## src/rtl/dxf_pkg.sv

```systemverilog
package dxf_pkg;
   typedef enum logic [2:0] {
      FC_NONE    = 3'd0,
      FC_ALIGN   = 3'd1,
      FC_PAGE    = 3'd2,
      FC_ACV     = 3'd3,
      FC_MISS    = 3'd4,
      FC_PTEMISS = 3'd5
   } fclass_e;

   localparam int FLAG_W   = 6;
   localparam int FL_WR    = 0;
   localparam int FL_ACV   = 1;
   localparam int FL_FOR   = 2;
   localparam int FL_FOW   = 3;
   localparam int FL_MISS  = 4;
   localparam int FL_BADVA = 5;
   localparam int VEC_W    = 12;
   localparam int STAT_W   = 6 + 5 + FLAG_W;

   function automatic logic [VEC_W-1:0] class_vec(input fclass_e c);
      case (c)
         FC_ALIGN:   return 12'h301;
         FC_PAGE:    return 12'h341;
         FC_ACV:     return 12'h381;
         FC_MISS:    return 12'h201;
         FC_PTEMISS: return 12'h101;
         default:    return '0;
      endcase
   endfunction
endpackage

```

## src/rtl/dxf_classify.sv

```systemverilog
module dxf_classify
   import dxf_pkg::*;
#(
   parameter int VA_W       = 32,
   parameter int IVA_W      = 30,
   parameter int PA_W       = 24,
   parameter int PAGE_SHIFT = 13,
   parameter int MODE_W     = 2,
   parameter bit SPAGE_EN   = 1'b1
) (
   input  logic                       misal,
   input  logic [VA_W-1:0]            vaddr,
   input  logic                       is_write,
   input  logic                       req_ptld,
   input  logic [MODE_W-1:0]          cur_mode,
   input  logic                       tlb_hit,
   input  logic [PA_W-PAGE_SHIFT-1:0] pte_ppn,
   input  logic [(1<<MODE_W)-1:0]     pte_rd_en,
   input  logic [(1<<MODE_W)-1:0]     pte_wr_en,
   input  logic                       pte_for,
   input  logic                       pte_fow,
   output fclass_e                    cls,
   output logic [FLAG_W-1:0]          flags,
   output logic [PA_W-1:0]            pa_raw
);
   localparam int HI_W = VA_W - IVA_W + 1;

   logic [HI_W-1:0] hi_bits;
   logic            va_ok;
   logic            sp_hit;
   logic            kern;

   assign hi_bits = vaddr[VA_W-1:IVA_W-1];
   assign va_ok   = (&hi_bits) | ~(|hi_bits);
   assign kern    = (cur_mode == '0);

   generate
      if (SPAGE_EN) begin : g_spage
         assign sp_hit = va_ok && (vaddr[IVA_W-1:IVA_W-2] == 2'b10);
      end else begin : g_nospage
         assign sp_hit = 1'b0;
      end
   endgenerate

   always_comb begin
      cls    = FC_NONE;
      flags  = '0;
      pa_raw = '0;
      if (misal) begin
         cls          = FC_ALIGN;
         flags[FL_WR] = is_write;
      end else if (!va_ok) begin
         cls             = FC_PAGE;
         flags[FL_WR]    = is_write;
         flags[FL_ACV]   = 1'b1;
         flags[FL_BADVA] = 1'b1;
      end else if (sp_hit) begin
         if (!kern) begin
            cls           = FC_ACV;
            flags[FL_WR]  = is_write;
            flags[FL_ACV] = 1'b1;
         end else begin
            pa_raw = vaddr[PA_W-1:0];
         end
      end else if (!tlb_hit) begin
         cls            = req_ptld ? FC_PTEMISS : FC_MISS;
         flags[FL_WR]   = is_write;
         flags[FL_MISS] = 1'b1;
      end else begin
         pa_raw = {pte_ppn, vaddr[PAGE_SHIFT-1:0]};
         if (is_write) begin
            if (!pte_wr_en[cur_mode]) begin
               cls           = FC_PAGE;
               flags[FL_WR]  = 1'b1;
               flags[FL_ACV] = 1'b1;
               flags[FL_FOW] = pte_fow;
            end else if (pte_fow) begin
               cls           = FC_PAGE;
               flags[FL_WR]  = 1'b1;
               flags[FL_FOW] = 1'b1;
            end
         end else begin
            if (!pte_rd_en[cur_mode]) begin
               cls           = FC_ACV;
               flags[FL_ACV] = 1'b1;
               flags[FL_FOR] = pte_for;
            end else if (pte_for) begin
               cls           = FC_PAGE;
               flags[FL_FOR] = 1'b1;
            end
         end
      end
   end
endmodule

```

## config.mk

```make
export PLATFORM = sky130hd
export DESIGN_NAME = dxf_classify
export DESIGN_NICKNAME = d
export VERILOG_FILES = /design/src/rtl/dxf_pkg.sv /design/src/rtl/dxf_classify.sv
export SDC_FILE = /design/constraint.sdc
export NUM_CORES = 1
export LEC_CHECK = 0
export ABC_AREA = 1
export BUFFER_PORTS_ARGS = -buffer_cell sky130_fd_sc_hd__buf_2
export CORE_MARGIN = 2
export CORE_UTILIZATION = 34
export DETAILED_ROUTE_END_ITERATION = 8
export PLACE_DENSITY_LB_ADDON = 0.3
export SLEW_MARGIN = 20
export SYNTH_ARGS = -nofsm -noshare
export SYNTH_HDL_FRONTEND = slang
export SYNTH_SLANG_ARGS = --single-unit
```

## constraint.sdc

```tcl
create_clock -name vclk -period 1.1
set_clock_uncertainty 0.1 [all_clocks]
set_input_delay 0.055 -clock vclk [all_inputs]
set_output_delay 0.055 -clock vclk [all_outputs]
set_load 0.01 [all_outputs]
```

==> impl_metrics.py, run 1 <==
metrics = {
    "sta": {
        "rsz0062_at_grt": "yes",
        "maxSlewHeadroom_pct": 76.40,
        "layout_setup_ws_ns": -0.1090,
        "slew_violations": 0,
        "finalHoldViolations": 0,
        "worst_slew_pin_slew_ns": 0.3536,
        "fin_setup_tns_ns": -1.738,
        "setup-violations-final": 28,
        "period_needed_ns": 1.209,
        "finalCritPeriodShare_pct": 109.9,
        "clock.fmax_mhz": 827.2,
    },
    "yosys": {
        "yosys_warnings": 0,
        "netlist_instances": 129,
        "synth_top_cell_area_share_pct": 20.10,
        "ys_types": 19,
        "ys_seq_area_share_pct": 0,
        "synth_area_sq_um": 747.0,
        "synth_top_area_cell": "nand2_1",
        "synth.area.top_cells": "nand2_1 20%, nor2_4 15%, nor2_1 14%",
        "synth_nets": 188,
        "syn-mean-instance-area_sq_um": 5.790,
    },
    "pwr": {
        "ir_drop_mv": 0.2435,
        "combPwrFrac_pct": 100.0,
        "p_leak_uw": 0.0008371,
        "p_clk_share_pct": 0,
        "cellPowerDensity_nw_per_um2": 320.0,
        "internal_power_uw": 236.0,
        "p_switching_uw": 263.7,
        "swShare_pct": 52.77,
        "p_seq_share_pct": 0,
    },
    "floorplanning": {
        "die-area_sq_um": 2588,
        "io_pins": 92,
        "dieWidth_um": 50.87,
        "die_h_um": 50.87,
        "std_cell_rows": 16,
        "core_area_sq_um": 2022,
        "start_util_pct": 36.94,
    },
    "route": {
        "met2_length_mm": 1.754,
        "wl_met1_mm": 1.073,
        "routed.top_layer": "met4",
        "drt_wl_total_mm": 3.035,
        "ant_nets": 0,
        "drc": 0,
        "vias_per_cell": 4.774,
        "drt_iter0_markers": 12,
        "drtPass1Iterations": 4,
        "route.met3.wl_um": 162,
        "post_drt_wl_per_cell_um": 11.81,
        "route.vias.total": 1227,
    },
    "placement": {
        "port_buffers": 88,
        "gp_congestion": 0.7920,
        "placed_cells": 253,
        "place_hpwl_mm": 2.362,
        "placed_cell_area_sq_um": 1297,
    },
    "hold_path": {
        "hold_depth": 3,
        "hold_end": "cls[2]",
        "worst_hold_startpoint": "tlb_hit",
        "min_path_type": "in2out",
    },
    "run_status": {
        "run_status": "finished with violations",
        "violations": "setup timing",
    },
    "final_layout": {
        "stdcell_count": 257,
        "antenna_cells": 0,
        "post-route-util_pct": 77.23,
        "nClkBuffers": 0,
        "area_growth_pct": 109.0,
        "final_common_cell": "buf_2",
        "final_cell_mix": "72 x buf_2, 36 x nand2_1, 24 x nor2_1",
        "layout-drive-gt1-share_pct": 65.65,
        "ff_latch_area_sq_um": 0,
        "seq_cell_count": 0,
        "fillers": 147,
        "fin_area_sq_um": 1562,
        "nets": 291,
    },
    "worst_setup_path": {
        "cp_cell_sequence": "buf_8, nor2_4, nand2_2, nand2_4, inv_4, a21oi_4, nand2_4, buf_12, nor2_4, buf_6",
        "crit_path_max_fanout": 7,
        "crit_slowest_cell": "buf_12",
        "worstSetupStartpointType": "input pin",
        "critPathRequiredTime_ns": 0.94,
        "criticalPathCategory": "in2out",
        "endpoint_kind": "output port",
        "worst-endpoint-arrival_ns": 1.05,
        "max_stage_delay_ns": 0.18,
    },
    "grt": {
        "track_usage_pct": 21.34,
        "grt_pass1_wl_mm": 4.560,
        "grt_antenna_before_repair": 0,
        "grt_pass1_vias": 1206,
        "grt_max_degree": 14,
        "overflow": 0,
    },
    "cts": {
        "hold_buffers": 0,
    },
    "job": {
        "maxCapViolCount": 0,
    },
}
power by group through the flow:
stage | logic [uW] | registers, uW | clock network [uW]
2_1_floorplan | 212 | 0 | 0
3_3_place_gp | 400 | 0 | 0
3_5_place_dp | 412 | 0 | 0
4_1_cts | 453 | 0 | 0
5_1_grt | 542 | 0 | 0
6_report | 500 | 0 | 0
how the worst max path moves through the flow:
stage	to	from	cells after the start
2_1_floorplan	pa_raw[10]	vaddr[30]	8
3_3_place_gp	pa_raw[1]	vaddr[30]	10
3_5_place_dp	pa_raw[6]	vaddr[30]	10
4_1_cts	pa_raw[1]	vaddr[29]	10
5_1_grt	pa_raw[7]	vaddr[30]	10
6_report	pa_raw[12]	vaddr[30]	10
synth_stat cells (all sizes together):
cell    count
nor3       10
a21oi       6
nand4       2
nor2       37
nand2      43
nand3      13
buf         4
inv        11
nor4        2
clkbuf      1
area by class of cell:
cell class / instances / area (sq um) / area share (%)
tap: 27 / 33.78 / 2.163
timing repair buffer: 105 / 710.7 / 45.51
inverter: 11 / 48.80 / 3.125
multi-input combinational: 114 / 768.2 / 49.20
timing repair:
| action | 4_1_cts | 5_1_grt |
|---|---|---|
| pin swaps | 8 | 9 |
| gates resized for setup | 31 | 19 |
| endpoints found under the setup margin | 31 | 32 |
| setup buffers | 1 | 3 |
| cloned | 0 | 1 |
per-stage QoR:
step	setup slack [ns]	power, uW	hold slack (ns)
floorplan	0.1123	211.6	0.06410
global placement	-0.1558	399.6	0.3000
detailed placement	-0.1947	411.6	0.3048
CTS	-0.1425	452.7	0.3062
global route	-0.1541	541.8	0.3402
finish	-0.1090	499.6	0.3086
logic make-up after synthesis:
family	Yosys count	synth area share [%]
AND/OR/NAND/NOR	107	82.75
buffers and inverters	16	11.72
AO/OA/AOI/OAI	6	5.528
layer usage:
| metal | up-vias | GRT usage (%) |
|---|---|---|
| met5 | - | 0 |
| met4 | 0 | 3.604 |
| met3 | 6 | 1.170 |
| met2 | 47 | 47.81 |
| met1 | 552 | 20.74 |
| li1 | 622 | - |
worst max-delay path, delay by kind of cell:
family,cells,cell delay [ns]
compound gates,1,0.13
simple gates,5,0.42
buf+inv,4,0.43
Power figures use the tool's default switching activity.
==> run 2: changes to the inputs <==
--- a/config.mk
+++ b/config.mk
@@ -10,6 +10,7 @@
 export CORE_MARGIN = 2
 export CORE_UTILIZATION = 34
 export DETAILED_ROUTE_END_ITERATION = 8
+export MAX_ROUTING_LAYER = met4
 export PLACE_DENSITY_LB_ADDON = 0.3
 export SLEW_MARGIN = 20
 export SYNTH_ARGS = -nofsm -noshare
==> run 2 against run 1 <==
- clock-buffer cell count did not move
- worst hold slack got worse by 0.0010 ns
- highest routed layer unchanged
- wire length rose by 3.4%
- die area did not move
- utilization rose by 1.6 points
- sequential share of layout area did not move
- first-iteration DRC count rose by 42%
- setup slack improved by 0.0098 ns
- final area rose by 2.1%
- the run still ends with setup timing left
- total power rose by 2.3%
- critical path depth did not move
- flip-flop and latch count did not move
- largest cell class unchanged
==> impl_metrics.py, run 2 (synthesis gave the netlist of run 1 again) <==
metrics = {
    "run_status": {
        "run_status": "finished with violations",
        "violations": "setup timing",
    },
    "worst_setup_path": {
        "cp_cell_sequence": "buf_8, nor2_4, nand2_2, nand2_4, inv_4, a21oi_4, nand2_4, buf_12, nor2_4, buf_6",
        "startpoint": "vaddr[30]",
        "endpoint_kind": "output port",
        "crit_slowest_cell": "buf_12",
        "critPathRequiredTime_ns": 0.94,
        "worstSetupStartpointType": "input pin",
        "cp.depth": 10,
        "max_stage_delay_ns": 0.17,
        "crit_family": "buffers and inverters",
        "criticalPathCategory": "in2out",
        "worst-path-buf-inv": 4,
        "crit_path_max_fanout": 7,
        "worst-endpoint-arrival_ns": 1.04,
        "critical_path.endpoint": "pa_raw[5]",
    },
    "placement": {
        "place_hpwl_mm": 2.362,
        "port_buffers": 88,
        "placed_cells": 253,
        "gp_congestion": 0.8032,
        "pre_cts_slack_ns": -0.1947,
    },
    "floorplanning": {
        "dieWidth_um": 50.87,
        "start_util_pct": 36.94,
        "core_area_sq_um": 2022,
        "die_h_um": 50.87,
        "std_cell_rows": 16,
        "io_pins": 92,
        "die-area_sq_um": 2588,
    },
    "final_layout": {
        "area_growth_pct": 113.4,
        "ff_latch_area_sq_um": 0,
        "nets": 293,
        "fillers": 145,
        "nClkBuffers": 0,
        "final_cell_mix": "72 x buf_2, 37 x nand2_1, 24 x nor2_1",
        "antenna_cells": 0,
        "multiInputGateArea_sq_um": 760.7,
        "seq_cell_count": 0,
        "final_common_cell": "buf_2",
        "layout-drive-gt1-share_pct": 65.95,
        "stdcell_count": 259,
    },
    "sta": {
        "worst_slew_pin_slew_ns": 0.2047,
        "finalHoldViolations": 0,
        "rsz0062_at_grt": "yes",
        "clock.fmax_mhz": 833.9,
        "period_needed_ns": 1.199,
        "layout_setup_ws_ns": -0.09914,
        "setup-violations-final": 26,
        "finalCritPeriodShare_pct": 109.0,
        "maxSlewHeadroom_pct": 86.32,
        "slew_violations": 0,
    },
    "grt": {
        "grt_antenna_before_repair": 0,
        "grt_max_degree": 14,
        "overflow": 0,
        "grt_pass1_vias": 1203,
        "track_usage_pct": 22.03,
        "grt_pass1_wl_mm": 4.581,
    },
    "route": {
        "drc": 0,
        "drt_wl_total_mm": 3.138,
        "post_drt_wl_per_cell_um": 12.12,
        "vias_per_cell": 4.884,
        "drtPass1Iterations": 4,
        "drt_iter0_markers": 17,
        "route.vias.total": 1265,
        "ant_nets": 0,
    },
    "pwr": {
        "p_leak_uw": 0.0008534,
        "ir_drop_mv": 0.2546,
        "cellPowerDensity_nw_per_um2": 320.7,
    },
    "hold_path": {
        "min_path_type": "in2out",
    },
    "cts": {
        "hold_buffers": 0,
    },
    "job": {
        "maxCapViolCount": 0,
    },
}
## run 2: worst min path at each step
stage | start | to | slack [ns] | cells after the start
6_report | tlb_hit | cls[2] | 0.31 | 3
5_1_grt | tlb_hit | flags[4] | 0.34 | 3
4_1_cts | tlb_hit | cls[2] | 0.31 | 3
3_5_place_dp | tlb_hit | cls[2] | 0.30 | 3
3_3_place_gp | tlb_hit | cls[2] | 0.30 | 3
2_1_floorplan | misal | flags[2] | 0.06 | 1
## run 2: worst min-delay path, stage by stage
cell	delay (ns)
buf_2	0.11
nor2_1	0.05
buf_2	0.13
## run 2: cell type report
type,instances,area share [%]
Inverter,11,3.297
Multi-Input combinational cell,114,47.72
Tap cell,27,2.119
Timing Repair Buffer,107,46.86
## run 2: per-stage QoR
| stage | util (%) | hold WS, ns | cell area (sq um) | power, uW | setup TNS [ns] |
|---|---|---|---|---|---|
| after floorplan | - | 0.06410 | 747.0 | 211.6 | 0 |
| after global placement | 64.17 | 0.3000 | 1297 | 399.6 | -2.753 |
| after detailed placement | 64.17 | 0.3048 | 1297 | 411.6 | -3.656 |
| after CTS | 71.47 | 0.3062 | 1445 | 452.7 | -2.120 |
| after global routing | 78.84 | 0.3388 | 1594 | 555.6 | -3.423 |
| final | 78.84 | 0.3076 | 1594 | 511.1 | -1.426 |
## run 2: where the power goes
part / internal [uW] / total [uW] / switching (uW)
sequential: 0 / 0 / 0
combinational: 246 / 511 / 265
clock: 0 / 0 / 0
## run 2: what timing repair did
item,CTS,global route
gates resized for setup,31,20
setup buffers,1,3
pin swaps,8,9
gates cloned,0,3
endpoints found under the setup margin,31,32
## run 2: routing by layer
metal	track usage (%)	routed length (um)	up-vias
met2	48.03	1830	66
met1	20.92	1066	568
met5	-	0	-
met4	3.153	25	0
met3	1.462	215	4
li1	-	-	627
==> run 3: changes to the inputs <==
--- a/config.mk
+++ b/config.mk
@@ -8,7 +8,7 @@
 export ABC_AREA = 1
 export BUFFER_PORTS_ARGS = -buffer_cell sky130_fd_sc_hd__buf_2
 export CORE_MARGIN = 2
-export CORE_UTILIZATION = 34
+export CORE_UTILIZATION = 31
 export DETAILED_ROUTE_END_ITERATION = 8
 export MAX_ROUTING_LAYER = met4
 export PLACE_DENSITY_LB_ADDON = 0.3
==> constraint.sdc (replaced) <==
create_clock -name vclk -period 1.05
set_clock_uncertainty 0.1 [all_clocks]
set_input_delay 0.0525 -clock vclk [all_inputs]
set_output_delay 0.0525 -clock vclk [all_outputs]
set_load 0.1 [all_outputs]
==> run 3 against run 2 <==
- synthesized cell count unchanged
- the flow now stops in 4_1_cts
- synthesized area unchanged
==> impl_metrics.py, run 3 <==
metrics = {
    "placement": {
        "place_hpwl_mm": 3.713,
        "placed_cell_area_sq_um": 2101,
        "gp_congestion": 0.8762,
        "port_buffers": 88,
        "placed_cells": 264,
    },
    "floorplanning": {
        "dieWidth_um": 53.09,
        "std_cell_rows": 17,
        "die_h_um": 53.09,
        "io_pins": 92,
        "start_util_pct": 33.13,
    },
    "yosys": {
        "netlist_instances": 129,
        "synth_top_area_cell": "nand2_1",
        "synth.area.top_cells": "nand2_1 20%, nor2_4 15%, nor2_1 14%",
        "ys_seq_area_share_pct": 0,
        "synth_nets": 188,
        "syn-mean-instance-area_sq_um": 5.790,
        "yosys.cell_count.top_type": "nand2_1",
        "synth_top_cell_area_share_pct": 20.10,
        "synthTopCellsByCount": "40 x nand2_1, 27 x nor2_1, 12 x nand3_1, 10 x nor2_4, 10 x nor3_2",
        "synth_area_sq_um": 747.0,
        "yosys_warnings": 0,
        "ys_types": 19,
    },
    "cts": {
        "cts_resized": 32,
        "post-cts-setup-buffers": 1,
        "hold_buffers": 0,
    },
    "run_status": {
        "stop_error": "[ERROR DPL-0033] detailed placement checks failed during check placement.",
        "run_status": "did not finish",
        "haltStage": "4_1_cts",
    },
}
## run 3: cell counts after synthesis
Identical to the previous run, type by type.
## run 3: logic make-up after synthesis
group / count (synthesis) / share of synthesized area, %
buf+inv: 16 / 11.72
compound gates: 6 / 5.528
simple gates: 107 / 82.75
## run 3: stage by stage
step,utilization [%],setup slack (ns)
2_1_floorplan,-,-0.6402
3_3_place_gp,93.17,-0.2986
3_5_place_dp,93.17,-0.4240
==> run 4: changes to the inputs <==
--- a/config.mk
+++ b/config.mk
@@ -7,11 +7,10 @@
 export LEC_CHECK = 0
 export ABC_AREA = 1
 export BUFFER_PORTS_ARGS = -buffer_cell sky130_fd_sc_hd__buf_2
-export CORE_MARGIN = 2
-export CORE_UTILIZATION = 31
+export CORE_AREA = 2 2 63 65
 export DETAILED_ROUTE_END_ITERATION = 8
-export MAX_ROUTING_LAYER = met4
-export PLACE_DENSITY_LB_ADDON = 0.3
+export DIE_AREA = 0 0 65 67
+export PLACE_DENSITY_LB_ADDON = 0.15
 export SLEW_MARGIN = 20
 export SYNTH_ARGS = -nofsm -noshare
 export SYNTH_HDL_FRONTEND = slang
==> constraint.sdc (replaced) <==
create_clock -name vclk -period 1.4
set_clock_uncertainty 0.1 [all_clocks]
set_input_delay 0.07 -clock vclk [all_inputs]
set_output_delay 0.07 -clock vclk [all_outputs]
set_load 0.1 [all_outputs]
==> run 4 against run 3 <==
- the flow now finishes without violations
==> impl_metrics.py, run 4 (synthesis gave the netlist of run 1 again) <==
metrics = {
    "run_status": {
        "run_status": "finished, final reports clean",
    },
    "route": {
        "drt_wl_total_mm": 2.890,
        "drc": 0,
        "ant_nets": 0,
        "post_drt_wl_per_cell_um": 10.25,
        "vias_per_cell": 4.174,
        "drtPass1Iterations": 2,
        "drt_iter0_markers": 27,
        "route.vias.total": 1177,
    },
    "worst_setup_path": {
        "criticalPathCategory": "in2out",
        "crit_path_max_fanout": 5,
        "endpoint_kind": "output port",
        "critPathRequiredTime_ns": 1.23,
        "worstSetupStartpointType": "input pin",
        "worst-endpoint-arrival_ns": 1.19,
    },
    "pwr": {
        "p_leak_uw": 0.0009465,
        "ir_drop_mv": 0.3090,
        "cellPowerDensity_nw_per_um2": 331.2,
        "finalPower_uw": 712.8,
    },
    "cts": {
        "hold_buffers": 0,
    },
    "final_layout": {
        "layout-drive-gt1-share_pct": 68.38,
        "nets": 295,
        "seq_cell_count": 0,
        "antenna_cells": 0,
        "nClkBuffers": 0,
        "ff_latch_area_sq_um": 0,
        "final_cell_mix": "51 x buf_2, 36 x buf_12, 34 x nand2_1",
        "area_growth_pct": 188.1,
        "final_common_cell": "buf_2",
        "fillers": 315,
    },
    "grt": {
        "grt_antenna_before_repair": 0,
        "grt_pass1_vias": 1159,
        "grt_pass1_wl_mm": 4.864,
        "overflow": 0,
        "track_usage_pct": 13.18,
        "grt_max_degree": 14,
    },
    "floorplanning": {
        "start_util_pct": 20.71,
        "std_cell_rows": 22,
        "core_area_sq_um": 3606,
        "die-area_sq_um": 4355,
        "io_pins": 92,
        "dieWidth_um": 65,
        "die_h_um": 67,
    },
    "sta": {
        "clock.fmax_mhz": 733.7,
        "worst_slew_pin_slew_ns": 0.2636,
        "finalCritPeriodShare_pct": 97.35,
        "rsz0062_at_grt": "yes",
        "fin_setup_tns_ns": 0,
        "finalHoldViolations": 0,
        "period_needed_ns": 1.363,
        "maxSlewHeadroom_pct": 82.29,
        "slew_violations": 0,
        "setup-violations-final": 0,
    },
    "hold_path": {
        "hold_end": "flags[4]",
        "min_path_type": "in2out",
        "hold_depth": 3,
        "worst_hold_startpoint": "tlb_hit",
    },
    "placement": {
        "gp_congestion": 0.7492,
        "place_hpwl_mm": 2.556,
        "port_buffers": 88,
    },
    "job": {
        "maxCapViolCount": 0,
    },
}
==> run 4: worst max-delay path by stage <==
stage,start,end,slack (ns),cells after the start
3_5_place_dp,vaddr[30],pa_raw[22],-0.03,10
2_1_floorplan,vaddr[28],pa_raw[13],-0.33,5
3_3_place_gp,vaddr[30],pa_raw[22],-0.01,10
4_1_cts,vaddr[28],pa_raw[14],-0.004,9
5_1_grt,vaddr[29],pa_raw[22],-0.04,10
6_report,vaddr[29],pa_raw[22],0.04,10
==> run 4: routing by layer <==
| metal | share of wire (%) | global-route usage, % | up-vias |
|---|---|---|---|
| met3 | 8.2 | 1.351 | 0 |
| li1 | - | - | 620 |
| met2 | 53 | 24.74 | 44 |
| met1 | 39 | 17.14 | 513 |
| met4 | 0 | 0 | 0 |
| met5 | 0 | 0 | - |
==> run 4: critical path, stage by stage <==
cell,delay (ns)
buf_8,0.11
nor2_4,0.09
nand2_2,0.06
nand2_4,0.10
inv_4,0.04
a21oi_4,0.15
nand2_4,0.09
buf_12,0.15
a21oi_4,0.13
buf_12,0.19
==> run 4: power by group <==
part	total, uW	internal [uW]	switching, uW	leakage, uW
clock network	0	0	0	0
logic	713	280	432	0.000947
registers	0	0	0	0
total	713	280	432	0.000947
==> run 4: stage by stage <==
stage	setup WS [ns]	instance area (sq um)	cells	hold slack (ns)	utilization (%)
CTS	-0.003724	2086	281	0.4027	57.84
floorplan	-0.3252	945.9	129	0.1433	-
global route	-0.03538	2152	282	0.4049	59.68
finish	0.03705	2152	282	0.3954	59.68
global placement	-0.01271	2061	278	0.4062	57.15
detailed placement	-0.03098	2061	278	0.4050	57.15
==> run 4: cell type report <==
class	count	area [sq um]	area share, %
multi-input combinational	113	854.6	39.71
timing repair buffer	110	1179	54.77
inverter	11	58.81	2.733
tap	48	60.06	2.791
==> run 4: timing repair <==
action,CTS,global route
endpoints found under the setup margin,12,25
setup buffers,3,1
pin swaps,3,9
gates resized for setup,1,19
